File: src/rtl/mbox_pkg.sv
package mbox_pkg;
  typedef enum logic [1:0] {
    OP_NONE = 2'd0,
    OP_READ = 2'd1,
    OP_SET  = 2'd2,
    OP_CLR  = 2'd3
  } mbox_op_t;

  localparam logic [11:0] OFS_READ = 12'h0C0;
  localparam logic [11:0] OFS_SET  = 12'h0C8;
  localparam logic [11:0] OFS_CLR  = 12'h0D0;

  localparam logic [3:0] NIB_READ = 4'h0;
  localparam logic [3:0] NIB_SET  = 4'h8;
endpackage

File: src/rtl/mbox_full_decode.sv
module mbox_full_decode
  import mbox_pkg::*;
#(
  parameter int ADDR_W = 14
) (
  input  logic              req,
  input  logic              we,
  input  logic [ADDR_W-1:0] addr,
  output logic              mbox_sel,
  output mbox_op_t          op
);
  localparam int OFS_W = ADDR_W - 1;

  logic [OFS_W-1:0] ofs;

  assign mbox_sel = addr[ADDR_W-1];
  assign ofs      = addr[OFS_W-1:0];

  always_comb begin
    op = OP_NONE;
    if (req) begin
      if (!we) begin
        op = OP_READ;
        if (ofs != OFS_W'(OFS_READ)) op = OP_NONE;
      end else if (ofs == OFS_W'(OFS_SET)) begin
        op = OP_SET;
      end else if (ofs == OFS_W'(OFS_CLR)) begin
        op = OP_CLR;
      end
    end
  end
endmodule

File: src/rtl/mbox_alias_decode.sv
module mbox_alias_decode
  import mbox_pkg::*;
#(
  parameter int ADDR_W = 14
) (
  input  logic              req,
  input  logic              we,
  input  logic [ADDR_W-1:0] addr,
  output logic              mbox_sel,
  output mbox_op_t          op
);
  logic in_page;
  logic [3:0] nib;

  assign mbox_sel = addr[ADDR_W-1];
  assign in_page  = addr[ADDR_W-2];
  assign nib      = addr[3:0];

  always_comb begin
    op = OP_NONE;
    if (req && in_page) begin
      if (!we && nib == NIB_READ) op = OP_READ;
      else if (we && nib == NIB_SET) op = OP_SET;
    end
  end
endmodule

File: src/rtl/mbox_cell.sv
module mbox_cell #(
  parameter int MBOX_W = 64,
  parameter int QTR_W  = 16
) (
  input  logic                     clk,
  input  logic                     rst,
  input  logic [MBOX_W-1:0]        set_mask,
  input  logic [MBOX_W-1:0]        clr_mask,
  output logic [MBOX_W-1:0]        mbox_q,
  output logic [MBOX_W/QTR_W-1:0]  irq_q
);
  localparam int N_Q = MBOX_W / QTR_W;

  logic [MBOX_W-1:0] mbox_d;
  logic [N_Q-1:0]    qtr_any;

  // Set is applied after clear so a simultaneous set wins.
  assign mbox_d = (mbox_q & ~clr_mask) | set_mask;

  always_ff @(posedge clk) begin
    if (rst) mbox_q <= '0;
    else     mbox_q <= mbox_d;
  end

  for (genvar k = 0; k < N_Q; k++) begin : g_qtr
    assign qtr_any[k] = |mbox_q[k*QTR_W +: QTR_W];

    AST_IRQ_QUARTER: assert property (@(posedge clk) disable iff (rst)
      1'b1 |=> (irq_q[k] == (|$past(mbox_q[k*QTR_W +: QTR_W]))));
  end

  always_ff @(posedge clk) begin
    if (rst) irq_q <= '0;
    else     irq_q <= qtr_any;
  end

  AST_SET_LANDS: assert property (@(posedge clk) disable iff (rst)
    (set_mask != '0) |=> ((mbox_q & $past(set_mask)) == $past(set_mask)));

  AST_CLR_LANDS: assert property (@(posedge clk) disable iff (rst)
    ((clr_mask & ~set_mask) != '0) |=> ((mbox_q & $past(clr_mask & ~set_mask)) == '0));

  AST_NO_CLR_KEEPS: assert property (@(posedge clk) disable iff (rst)
    (clr_mask == '0) |=> ((mbox_q & $past(mbox_q)) == $past(mbox_q)));
endmodule

File: src/rtl/doorbell_mbox_unit.sv
module doorbell_mbox_unit
  import mbox_pkg::*;
#(
  parameter int MBOX_W = 64,
  parameter int QTR_W  = 16,
  parameter int ADDR_W = 14
) (
  input  logic                    clk,
  input  logic                    rst,
  input  logic                    fa_req,
  input  logic                    fa_we,
  input  logic [ADDR_W-1:0]       fa_addr,
  input  logic [MBOX_W-1:0]       fa_wdata,
  output logic [MBOX_W-1:0]       fa_rdata,
  output logic                    fa_rvalid,
  input  logic                    al_req,
  input  logic                    al_we,
  input  logic [ADDR_W-1:0]       al_addr,
  input  logic [MBOX_W-1:0]       al_wdata,
  output logic [MBOX_W-1:0]       al_rdata,
  output logic                    al_rvalid,
  output logic [MBOX_W/QTR_W-1:0] irq_cpu0,
  output logic [MBOX_W/QTR_W-1:0] irq_cpu1
);
  localparam int N_Q    = MBOX_W / QTR_W;
  localparam int N_MBOX = 2;

  logic     fa_sel, al_sel;
  mbox_op_t fa_op, al_op;

  logic [MBOX_W-1:0] state   [N_MBOX];
  logic [N_Q-1:0]    irq_all [N_MBOX];

  mbox_full_decode #(.ADDR_W(ADDR_W)) u_fa_dec (
    .req(fa_req), .we(fa_we), .addr(fa_addr), .mbox_sel(fa_sel), .op(fa_op)
  );

  mbox_alias_decode #(.ADDR_W(ADDR_W)) u_al_dec (
    .req(al_req), .we(al_we), .addr(al_addr), .mbox_sel(al_sel), .op(al_op)
  );

  for (genvar m = 0; m < N_MBOX; m++) begin : g_mbox
    logic [MBOX_W-1:0] set_m, clr_m;
    logic              fa_hit, al_hit;

    assign fa_hit = (fa_sel == 1'(m));
    assign al_hit = (al_sel == 1'(m));

    // Alias port contributes only to the set mask: it cannot clear.
    assign set_m = ((fa_hit && fa_op == OP_SET) ? fa_wdata : '0)
                 | ((al_hit && al_op == OP_SET) ? al_wdata : '0);
    assign clr_m = (fa_hit && fa_op == OP_CLR) ? fa_wdata : '0;

    mbox_cell #(.MBOX_W(MBOX_W), .QTR_W(QTR_W)) u_cell (
      .clk(clk), .rst(rst),
      .set_mask(set_m), .clr_mask(clr_m),
      .mbox_q(state[m]), .irq_q(irq_all[m])
    );
  end

  assign irq_cpu0 = irq_all[0];
  assign irq_cpu1 = irq_all[1];

  always_ff @(posedge clk) begin
    if (rst) begin
      fa_rdata  <= '0;
      fa_rvalid <= 1'b0;
      al_rdata  <= '0;
      al_rvalid <= 1'b0;
    end else begin
      fa_rvalid <= fa_req && !fa_we;
      al_rvalid <= al_req && !al_we;
      fa_rdata  <= (fa_op == OP_READ) ? state[fa_sel] : '0;
      al_rdata  <= (al_op == OP_READ) ? state[al_sel] : '0;
    end
  end

  AST_FA_RVALID: assert property (@(posedge clk) disable iff (rst)
    (fa_req && !fa_we) |=> fa_rvalid);

  AST_AL_RVALID: assert property (@(posedge clk) disable iff (rst)
    (al_req && !al_we) |=> al_rvalid);

  AST_NO_CROSS_ROUTE: assert property (@(posedge clk) disable iff (rst)
    (state[0] == '0) |=> (irq_cpu0 == '0));
endmodule

File: config.mk
export PLATFORM = sky130hd
export DESIGN_NAME = doorbell_mbox_unit
export DESIGN_NICKNAME = d
export VERILOG_FILES = /design/src/rtl/mbox_pkg.sv /design/src/rtl/mbox_full_decode.sv /design/src/rtl/mbox_alias_decode.sv /design/src/rtl/mbox_cell.sv /design/src/rtl/doorbell_mbox_unit.sv
export SDC_FILE = /design/constraint.sdc
export NUM_CORES = 1
export LEC_CHECK = 0
export BUFFER_PORTS_ARGS = -buffer_cell sky130_fd_sc_hd__buf_2
export CAP_MARGIN = 20
export CORE_ASPECT_RATIO = 0.6
export CORE_UTILIZATION = 55
export DETAILED_ROUTE_END_ITERATION = 12
export GPL_TIMING_DRIVEN = 0
export HOLD_SLACK_MARGIN = 0.1
export PLACE_DENSITY = 0.86
export SKIP_CTS_REPAIR_TIMING = 1
export SYNTH_ARGS = -nofsm -noshare
export SYNTH_HDL_FRONTEND = slang
export SYNTH_SLANG_ARGS = --single-unit
File: constraint.sdc
create_clock -name clk -period 5.8 [get_ports clk]
set_input_delay 1.16 -clock clk [delete_from_list [all_inputs] [get_ports clk]]
set_output_delay 1.16 -clock clk [all_outputs]
set_load 0.02 [all_outputs]
==> summary.md <==
| Metric | Value |
|---|---|
| Post-synth ARST share | 0 |
| Grt peak-use layer | met2 |
| Fin. Hold Viols | 0 |
| Wirelength, routed | 43.96 mm |
| Antenna-violating nets left | 0 |
| Max_slew headroom | 0.1829 |
| CTS sink cnt | around 270 |
| Clk buf depth | 3 |
| Post-Syn Area | 11,840 sq um |
| CP Data Arrival Time | 3.42 ns |
| First-pass GRT wire length | 65.83 mm |
| Per-cell routed wire length | 22.19 um |
| Crit path required time | 6.24 ns |
| Most frequent cell after synthesis | dfxtp_1 |
| RSZ-0062 raised after global routing | false |
| TNS Setup | 0 ns |
| Synth top area share | 0.4498 |
| CP Capture Type | flip-flop |
| Routability Congestion | 0.9738 |
| Syn Inst Count | roughly 1,400 |
| Number of global-route vias before repair | around 12,000 |
| Met3 Track Usage GR | 0.1069 |
| Crit path launch type | input pin |
| Core area | 21,030 sq um |
| Clock Latency Late Sink | ~0.53 ns |
| Clock transition at path regs | 0.06 ns |
| Transition time of the tightest slew-check pin | 1.226 ns |
| CP cell instances | buf_2 > or4b_4 > nor4_1 > nand3_1 > clkbuf_1 > nor2_1 |
| Synth Flop Type | dfxtp_1 |
| Slew Limit Fails | 0 |
| Initial Util | 0.5629 |
| Initial antenna violation count | 5 |
| # rows | 41 |
| CTS Buf Count | 25 |
| Layout area overhead | 22.31% |
| Crit path largest cell delay | approximately 0.73 ns |
| PwrDens | 262.4 nW/um^2 |
| Initial DRC count | 2,110 |
| Largest net degree at the start of global routing | 16 |
| Status | finished clean |
| Met2 Usage GRT | 0.5594 |
| Unique masters post-synth | 28 |
| Most common library cells after synthesis | 266 x dfxtp_1, 129 x nor2_1, 128 x a31oi_1, 128 x mux2i_1, 128 x nand2_1 |
| Post-synth EDFFs | 0 |
| Die Width | roughly 190 um |
| Largest cells by area after synthesis | dfxtp_1 45%, mux2i_1 11%, a31oi_1 6.8%, o21ai_1 4.9%, nand4b_1 4.7% |
| Top Ports | 300 |
| Chip height | 115.6 um |
| Proportion of layout cells with a drive suffix above 1 | 0.2112 |
| H-tree Lvls | 1 |
| Synthesized area per cell | 8.699 sq um |
| Root Driver | clkbuf_16 |
| Hpwl dp | 31.01 mm |
| Fin nets | 1,841 |
| Seq cells post-synth | 266 |
| Worst Skew | 0.009878 ns |
| I/O Buffers | 290 |
| Tcrit/Tclk final | 0.5124 |
| Peak VDD IR | 0.2020 mV |
| Drt pass-1 iters | 6 |
| Hold Crit Class | flip-flop to flip-flop |
| Peak Freq | 336.5 MHz |
| Critical Path Fanout Max | 10 |
| Leakage | 5.372 nW |
| Final setup violation count | 0 |
| Gr ovfl total | 0 |
| Seq/Total Area, Yosys | 0.4498 |
| DR DRC count | 0 |
| Total GRT Usage | 0.3821 |
| Syn_nets | ~1,500 |
| M1 GR Usage | 0.5441 |
| TritonCTS clock tree | yes |
| YS warnings | 0 |
| Worst hold slack | around 0.53 ns |
| Fin crit period | 2.972 ns |
| Detailed-route vias per instance | 6.484 |
| Die ar. | ~22,000 sq um |
| Leading area contributor after synthesis | dfxtp_1 |
| Vias | roughly 13,000 |
| Max-cap viol count | 0 |
| Kind of critical path | input pin to flip-flop |
| Slowest-stage cell, CP | nand3_1 |
## final timing paths
| kind | start | endpoint | slack [ns] | cells after the start |
|---|---|---|---|---|
| worst max-delay path | fa_addr[10] | fa_rdata[43]$_SDFF_PP0_ | 2.83 | 6 |
| worst min-delay path | g_mbox[1].u_cell.mbox_q[43]$_SDFF_PP0_ | g_mbox[1].u_cell.mbox_q[43]$_SDFF_PP0_ | 0.53 | 2 |
| worst max register to register | g_mbox[1].u_cell.mbox_q[20]$_SDFF_PP0_ | g_mbox[1].u_cell.irq_q[1]$_SDFF_PP0_ | 4.38 | 2 |
| worst min register to register | g_mbox[1].u_cell.mbox_q[43]$_SDFF_PP0_ | g_mbox[1].u_cell.mbox_q[43]$_SDFF_PP0_ | 0.53 | 2 |
## report_power, final
part / internal [mW] / total (mW) / switching [mW]
clock: 0.965 / 1.68 / 0.710
combinational: 0.0992 / 0.292 / 0.192
sequential: 1.83 / 1.83 / 0.00328
total: 2.89 / 3.80 / 0.906
## flip-flops by register name, summed over array words and instances (netlist names)
name,count
al_rdata,64
fa_rdata,64
fa_rvalid,1
al_rvalid,1
g_mbox.u_cell.irq_q,8
g_mbox.u_cell.mbox_q,128
## kinds of logic (layout without fill, tap and decap cells)
| group | Yosys count | after routing | share of synthesized area |
|---|---|---|---|
| AND/OR/NAND/NOR | 563 | 563 | 0.2599 |
| flip-flops | 266 | 266 | 0.4498 |
| AO/OA/AOI/OAI | 264 | 264 | 0.1277 |
| buffers and inverters | 140 | 474 | 0.05443 |
| multiplexers | 128 | 128 | 0.1082 |
| other | 0 | 7 | 0 |
## per-stage QoR
step	total power [mW]	cell area [sq um]	std cells	utilization	worst slack [ns]
after floorplan	2.006	11840	1361	-	2.992
after global placement	2.143	13640	1930	0.6485	2.396
after detailed placement	2.149	13640	1930	0.6485	2.402
after CTS	3.784	14450	1973	0.6871	2.937
after global routing	3.882	14480	1979	0.6882	2.783
final	3.800	14480	1981	0.6885	2.828
## per-layer routing
metal / part of all wire / routed length (um)
met5: 0 / 0
met3: 0.15 / 6764
met1: 0.41 / 17910
met2: 0.41 / 17890
met4: 0.032 / 1386
## area by class of cell
type / instances / area [sq um]
Clock inverter: 7 / 115.1
Tap cell: 279 / 349.1
Clock buffer: 36 / 696.9
Antenna cell: 7 / 17.52
Timing Repair Buffer: 291 / 1463
Fill cell: 1710 / 6553
Buffer: 139 / 640.6
Multi-Input combinational cell: 955 / 5869
Sequential cell: 266 / 5325
Inverter: 1 / 3.754
## placed cells by master (no fill, tap or decap), drive strengths merged, types with 65 or more instances in the layout
cell / netlist / routed
nand3b: 65 / 65
o21ai: 128 / 128
mux2i: 128 / 128
nand3: 65 / 65
dfxtp: 266 / 266
buf: 45 / 336
nor2: 129 / 129
a31oi: 128 / 128
nand2: 128 / 128
clkbuf: 94 / 130
## worst max-delay path, delay by kind of cell
kind | cells | cell delay (ns)
buf+inv | 2 | 0.57
simple gates | 4 | 1.68
Power figures use the tool's default switching activity.
